[src/rtl/evl_pkg.sv]
package evl_pkg;

    localparam int EVL_ADDR_W = 2;

    typedef enum logic [EVL_ADDR_W-1:0] {
        REG_STATUS = 2'd0,
        REG_CLEAR  = 2'd1,
        REG_SET    = 2'd2,
        REG_SPARE  = 2'd3
    } evl_reg_e;

    typedef struct packed {
        logic take;
        logic rd_status;
        logic clr_en;
        logic set_en;
    } evl_cmd_t;

    // Decode one bus cycle; busy blocks a second accept while ack is high.
    function automatic evl_cmd_t evl_decode(
        input logic                  cyc,
        input logic                  stb,
        input logic                  we,
        input logic [EVL_ADDR_W-1:0] adr,
        input logic                  busy
    );
        evl_cmd_t c;
        c.take      = cyc & stb & ~busy;
        c.rd_status = c.take & ~we & (adr == REG_STATUS);
        c.clr_en    = c.take &  we & (adr == REG_CLEAR);
        c.set_en    = c.take &  we & (adr == REG_SET);
        return c;
    endfunction

endpackage

[src/rtl/evl_sync.sv]
module evl_sync #(
    parameter int NUM_EVT = 8,
    parameter int STAGES  = 2
) (
    input  logic               clk,
    input  logic               rst,
    input  logic [NUM_EVT-1:0] evt_i,
    output logic [NUM_EVT-1:0] pulse_o
);

    localparam int CHAIN_W = STAGES + 1;

    for (genvar g = 0; g < NUM_EVT; g++) begin : g_bit
        logic [CHAIN_W-1:0] chain;

        always_ff @(posedge clk) begin
            if (rst) chain <= '0;
            else     chain <= {chain[CHAIN_W-2:0], evt_i[g]};
        end

        // last synchronised sample high, the one before it low
        assign pulse_o[g] = chain[STAGES-1] & ~chain[STAGES];
    end

    a_r10_pulse_single: assert property (@(posedge clk) disable iff (rst)
        (|pulse_o) |=> ((pulse_o & $past(pulse_o)) == '0));

endmodule

[src/rtl/evl_bus.sv]
module evl_bus
    import evl_pkg::*;
#(
    parameter int NUM_EVT = 8
) (
    input  logic                  clk,
    input  logic                  rst,
    input  logic                  cyc_i,
    input  logic                  stb_i,
    input  logic                  we_i,
    input  logic [EVL_ADDR_W-1:0] adr_i,
    input  logic [NUM_EVT-1:0]    dat_i,
    input  logic [NUM_EVT-1:0]    lat_i,
    output logic [NUM_EVT-1:0]    clr_mask_o,
    output logic [NUM_EVT-1:0]    set_mask_o,
    output logic [NUM_EVT-1:0]    dat_o,
    output logic                  ack_o
);

    evl_cmd_t cmd;

    always_comb begin
        cmd        = evl_decode(cyc_i, stb_i, we_i, adr_i, ack_o);
        clr_mask_o = cmd.clr_en ? dat_i : '1;
        set_mask_o = cmd.set_en ? dat_i : '0;
    end

    always_ff @(posedge clk) begin
        if (rst) begin
            ack_o <= 1'b0;
            dat_o <= '0;
        end else begin
            ack_o <= cmd.take;
            dat_o <= cmd.rd_status ? lat_i : '0;
        end
    end

    a_r6_no_req_no_ack: assert property (@(posedge clk) disable iff (rst)
        !(cyc_i && stb_i) |=> !ack_o);
    a_r7_ack_from_req: assert property (@(posedge clk) disable iff (rst)
        ack_o |-> $past(cyc_i && stb_i));
    a_r8_idle_zero: assert property (@(posedge clk) disable iff (rst)
        !ack_o |-> (dat_o == '0));

endmodule

[src/rtl/evl_latch.sv]
module evl_latch #(
    parameter int NUM_EVT = 8
) (
    input  logic               clk,
    input  logic               rst,
    input  logic [NUM_EVT-1:0] clr_mask_i,
    input  logic [NUM_EVT-1:0] set_mask_i,
    input  logic [NUM_EVT-1:0] pulse_i,
    output logic [NUM_EVT-1:0] lat_o
);

    always_ff @(posedge clk) begin
        if (rst) lat_o <= '0;
        else     lat_o <= (lat_o & clr_mask_i) | set_mask_i | pulse_i;
    end

    a_r3_clear_only_selected: assert property (@(posedge clk) disable iff (rst)
        ((lat_o ^ $past(lat_o)) & $past(clr_mask_i) & ~$past(set_mask_i)
            & ~$past(pulse_i)) == '0);
    a_r4_set_forces: assert property (@(posedge clk) disable iff (rst)
        (|set_mask_i) |=> ((lat_o & $past(set_mask_i)) == $past(set_mask_i)));
    a_r5_event_wins: assert property (@(posedge clk) disable iff (rst)
        (|pulse_i) |=> ((lat_o & $past(pulse_i)) == $past(pulse_i)));

endmodule

[src/rtl/evl_bank.sv]
module evl_bank
    import evl_pkg::*;
#(
    parameter int NUM_EVT     = 8,
    parameter int SYNC_STAGES = 2
) (
    input  logic                  clk_i,
    input  logic                  rst_i,
    input  logic                  bus_cyc_i,
    input  logic                  bus_stb_i,
    input  logic                  bus_we_i,
    input  logic [EVL_ADDR_W-1:0] bus_adr_i,
    input  logic [NUM_EVT-1:0]    bus_dat_i,
    output logic [NUM_EVT-1:0]    bus_dat_o,
    output logic                  bus_ack_o,
    input  logic [NUM_EVT-1:0]    evt_i
);

    logic [NUM_EVT-1:0] pulse;
    logic [NUM_EVT-1:0] lat;
    logic [NUM_EVT-1:0] clr_mask;
    logic [NUM_EVT-1:0] set_mask;

    evl_sync #(.NUM_EVT(NUM_EVT), .STAGES(SYNC_STAGES)) u_sync (
        .clk     (clk_i),
        .rst     (rst_i),
        .evt_i   (evt_i),
        .pulse_o (pulse)
    );

    evl_bus #(.NUM_EVT(NUM_EVT)) u_bus (
        .clk        (clk_i),
        .rst        (rst_i),
        .cyc_i      (bus_cyc_i),
        .stb_i      (bus_stb_i),
        .we_i       (bus_we_i),
        .adr_i      (bus_adr_i),
        .dat_i      (bus_dat_i),
        .lat_i      (lat),
        .clr_mask_o (clr_mask),
        .set_mask_o (set_mask),
        .dat_o      (bus_dat_o),
        .ack_o      (bus_ack_o)
    );

    evl_latch #(.NUM_EVT(NUM_EVT)) u_latch (
        .clk        (clk_i),
        .rst        (rst_i),
        .clr_mask_i (clr_mask),
        .set_mask_i (set_mask),
        .pulse_i    (pulse),
        .lat_o      (lat)
    );

endmodule

[config.mk]
export PLATFORM = sky130hd
export DESIGN_NAME = evl_bank
export DESIGN_NICKNAME = d
export VERILOG_FILES = /design/src/rtl/evl_pkg.sv /design/src/rtl/evl_sync.sv /design/src/rtl/evl_bus.sv /design/src/rtl/evl_latch.sv /design/src/rtl/evl_bank.sv
export SDC_FILE = /design/constraint.sdc
export NUM_CORES = 1
export LEC_CHECK = 0
export CAP_MARGIN = 15
export CELL_PAD_IN_SITES_DETAIL_PLACEMENT = 2
export CELL_PAD_IN_SITES_GLOBAL_PLACEMENT = 2
export CORE_ASPECT_RATIO = 1.75
export CORE_MARGIN = 3
export CORE_UTILIZATION = 27
export DETAILED_ROUTE_END_ITERATION = 7
export PLACE_DENSITY_LB_ADDON = 0.05
export SYNTH_ARGS = -nofsm -noshare
export SYNTH_HDL_FRONTEND = slang
export SYNTH_SLANG_ARGS = --single-unit
[constraint.sdc]
create_clock -name clk_i -period 1.2 [get_ports clk_i]
set_input_delay 0.18 -clock clk_i [delete_from_list [all_inputs] [get_ports clk_i]]
set_output_delay 0.18 -clock clk_i [all_outputs]
set_load 0.1 [all_outputs]
==> out/metrics.csv, run 1 <==
stage;metric;value;unit
clock_tree;H-tree depth;2;
layout;Layout area overhead;48.2;%
timing;setup violators final;0;
pwr;switch share;21.4;%
timing;fmax;881;MHz
grt;pin count of the biggest net entering global routing;34;
flow_run;number of max-cap violations;0;
drt;DRT antenna net count;0;
worst_setup_path;WP data arrival;1.30;ns
worst_setup_path;Critical Path Sink Type;register;
grt;All-Layer GR Usage;11.3;%
timing;Final Hold Fails;0;
worst_setup_path;CP required;1.36;ns
clock_tree;Skew-Pair Late Insertion Delay;0.28;ns
worst_setup_path;Critical Path Fanout Max;8;
grt;initial antenna violation count;0;
grt;number of global-route vias before repair;1076;
clock_tree;CTS tree;yes;
timing;Clock Skews;0.00374;ns
run_status;status;finished, final reports clean;
pwr;clock power share;38.3;%
timing;final worst setup slack;0.0649;ns
pwr;worst vdd ir;0.686;mV
worst_setup_path;CP Cell Sequence;nand4b_1 > buf_6 > o31ai_4 > a21oi_1;
floorplanning;Die H;99.0;µm
worst_setup_path;critical path's slowest cell;dfxtp_4;
pwr;combinational power share;8.9;%
place;gpl congestion;0.651;
worst_setup_path;R2R setup slack;0.06;ns
worst_setup_path;Max stage delay on crit path;0.36;ns
layout;Final Util;41.7;%
synth;Netlist cell types;20;
floorplanning;Core Rows;33;
clock_tree;CTS Buffer Depth;2;
timing;Setup TNS;0;ns
worst_setup_path;worst r2r dst;u_latch.lat_o[7];
timing;RSZ-0062 raised after global routing;no;
layout;Total Nets Final;189;
hold_path;Hold Crit Class;in2reg;
floorplanning;DIE AREA;5860;µm²
timing;hold slack;0.446;ns
drt;Initial DRT Pass Iterations;3;
timing;Max Slew Vio Count;0;
clock_tree;clk slew on worst S/H paths;0.08;ns
timing;Slew @ Worst Pin;0.384;ns
grt;grt total ovfl;0;
clock_tree;CTS Sinks;41;
grt;first-pass GRT wire length;4970;µm
hold_path;Hold EP;u_sync.g_bit[6].chain[0];
clock_tree;Root Buffer;clkbuf_8;
floorplanning;die width;59.2;µm
pwr;switching pwr;0.000585;W
timing;min Tclk post-route;1.14;ns
hold_path;worst hold path depth;2;
worst_setup_path;Reg2Reg Depth;4;
pwr;P per Cell Area;1380;nW/µm²
worst_setup_path;CP Launch Type;register;
drt;via count;1031;
pwr;Tot Pwr;0.00273;W
layout;antenna fix cells;0;
synth;post-synthesis area per instance;10.7;µm²
synth;yosys warns;0;
place;I/O Buffers;31;
drt;drt via density;4.71;
floorplanning;placeable core area;4750;µm²
drt;DRC;0;
pwr;part of the power in registers;52.9;%
floorplanning;starting density of the core;28.1;%
timing;period utilization;94.6;%
drt;Post-Route WL;2920;µm
synth;flop and latch count out of synthesis;41;
clock_tree;cts hold-fix bufs;0;
place;post-DP HPWL;2210;µm
synth;post-synthesis sequential area ratio;61.5;%
layout;layout cell share with drive strength beyond 1;18.6;%
timing;Slew headroom;74.4;%
drt;detailed router's first-iteration violation count;7;
synth;Syn Inst Count;125;
worst_setup_path;CP Class;reg2reg;
clock_tree;Num CTS Buffers;5;
clock_tree;Setup Buffers After CTS;0;
pwr;Static Leak;0.759;nW
pwr;design internal power;0.00215;W
place;pre-CTS WS;-0.328;ns
worst_setup_path;RR Startpoint;u_bus.ack_o;
hold_path;Hold Crit Start;evt_i[6];
synth;syn_nets;148;
drt;WL/cell;13.3;µm
synth;cell area after synthesis;1340;µm²
floorplanning;IO Count;32;
==> layout make-up <==
cell class                 instances  area, µm²
fill                             507       2770
sequential                        41        825
multi-input combinational         78        509
timing repair buffer              39        464
clock buffer                       8        111
tap                               52       65.1
inverter                           1       3.75
==> worst max-delay path: cells and delay by family (launching register included) <==
family | cells | cell delay, ns
AO/OA/AOI/OAI | 2 | 0.29
flip-flops | 1 | 0.36
buffers and inverters | 1 | 0.17
AND/OR/NAND/NOR | 1 | 0.20
==> power by group through the flow <==
stage	Combinational [W]	Clock [W]	Sequential [W]
CTS	0.000240	0.00109	0.00144
global route	0.000268	0.00116	0.00145
floorplan	0.0000966	0	0.00148
finish	0.000242	0.00105	0.00144
detailed placement	0.000239	0	0.00148
global placement	0.000229	0	0.00147
==> placed cells by master (no fill, tap or decap), drive strengths merged <==
master,count
dfxtp,41
nor2b,31
clkdlybuf4s50,19
buf,17
and2,8
a21oi,8
clkbuf,8
nand3,7
a31oi,7
o21ai,7
dlygate4sd2,2
nand2,1
nor3,1
or3,1
nor4,1
nand4b,1
or2b,1
o31ai,1
and4b,1
and2b,1
inv,1
a32oi,1
dlymetal6s2s,1
==> routing by layer <==
| layer | up-vias | GRT usage [%] | part of all wire (%) |
|---|---|---|---|
| met1 | 494 | 12.6 | 37 |
| met4 | 0 | 5.41 | 2.6 |
| met3 | 8 | 3.28 | 5.5 |
| met5 | - | 0 | 0 |
| li1 | 501 | - | - |
| met2 | 28 | 19.0 | 54 |
==> metrics by stage <==
stage | instance area (µm²) | cells
global placement | 1840 | 211
finish | 1980 | 219
detailed placement | 1840 | 211
CTS | 1950 | 219
global route | 1980 | 219
floorplan | 1350 | 125
==> registers in the layout, summed over array words and instances (netlist names) <==
register and cells:
u_bus.ack_o 1, u_sync.g_bit.chain 24, u_latch.lat_o 8, u_bus.dat_o 8
==> synthesized netlist by cell type, drive strengths merged <==
library cell,count,share of area [%]
dfxtp,41,61
nor2b,31,15
a21oi,8,3.0
and2,8,3.7
a31oi,7,3.3
nand3,7,2.6
o21ai,7,2.6
clkbuf,4,1.1
a32oi,1,0.66
and2b,1,0.66
and4b,1,0.75
buf,1,0.37
inv,1,0.28
nand2,1,0.28
nand4b,1,0.66
nor3,1,0.37
nor4,1,1.6
o31ai,1,0.56
or2b,1,0.56
or3,1,0.84
==> timing repair <==
action / in CTS / in global routing
gates resized for setup: 2 / 11
pin swaps: 0 / 1
setup endpoints to repair: 10 / 16
cloned: 0 / 0
==> kinds of logic (layout without fill, tap and decap cells) <==
logic type             count (synthesis)  in the layout  share of synthesized area [%]
AOI/OAI and AO/OA                     24             24                           10.1
buffers and inverters                  6             48                           1.78
and+or+nand+nor                       54             54                           26.6
DFF                                   41             41                           61.5
==> worst max path at each step <==
stage                             from  slack, ns  cells after the start               end
final                      u_bus.ack_o       0.06                      4  u_latch.lat_o[7]
after CTS                  u_bus.ack_o      0.007                      4  u_latch.lat_o[7]
after global routing       u_bus.ack_o      0.003                      4  u_latch.lat_o[7]
after global placement    bus_adr_i[0]      -0.29                      5    u_bus.dat_o[3]
after floorplan            u_bus.ack_o      -0.06                      4  u_latch.lat_o[7]
after detailed placement  bus_adr_i[0]      -0.33                      5    u_bus.dat_o[6]
No activity file was read; power rests on OpenSTA's default activity.
==> inputs of run 2 (changes only) <==
--- a/config.mk
+++ b/config.mk
@@ -12,6 +12,7 @@
 export CORE_MARGIN = 3
 export CORE_UTILIZATION = 27
 export DETAILED_ROUTE_END_ITERATION = 7
+export HOLD_SLACK_MARGIN = 0.03
 export PLACE_DENSITY_LB_ADDON = 0.05
 export SYNTH_ARGS = -nofsm -noshare
 export SYNTH_HDL_FRONTEND = slang
==> results of run 2 <==
No change in the layout: final DEF, timing and power equal those of run 1.
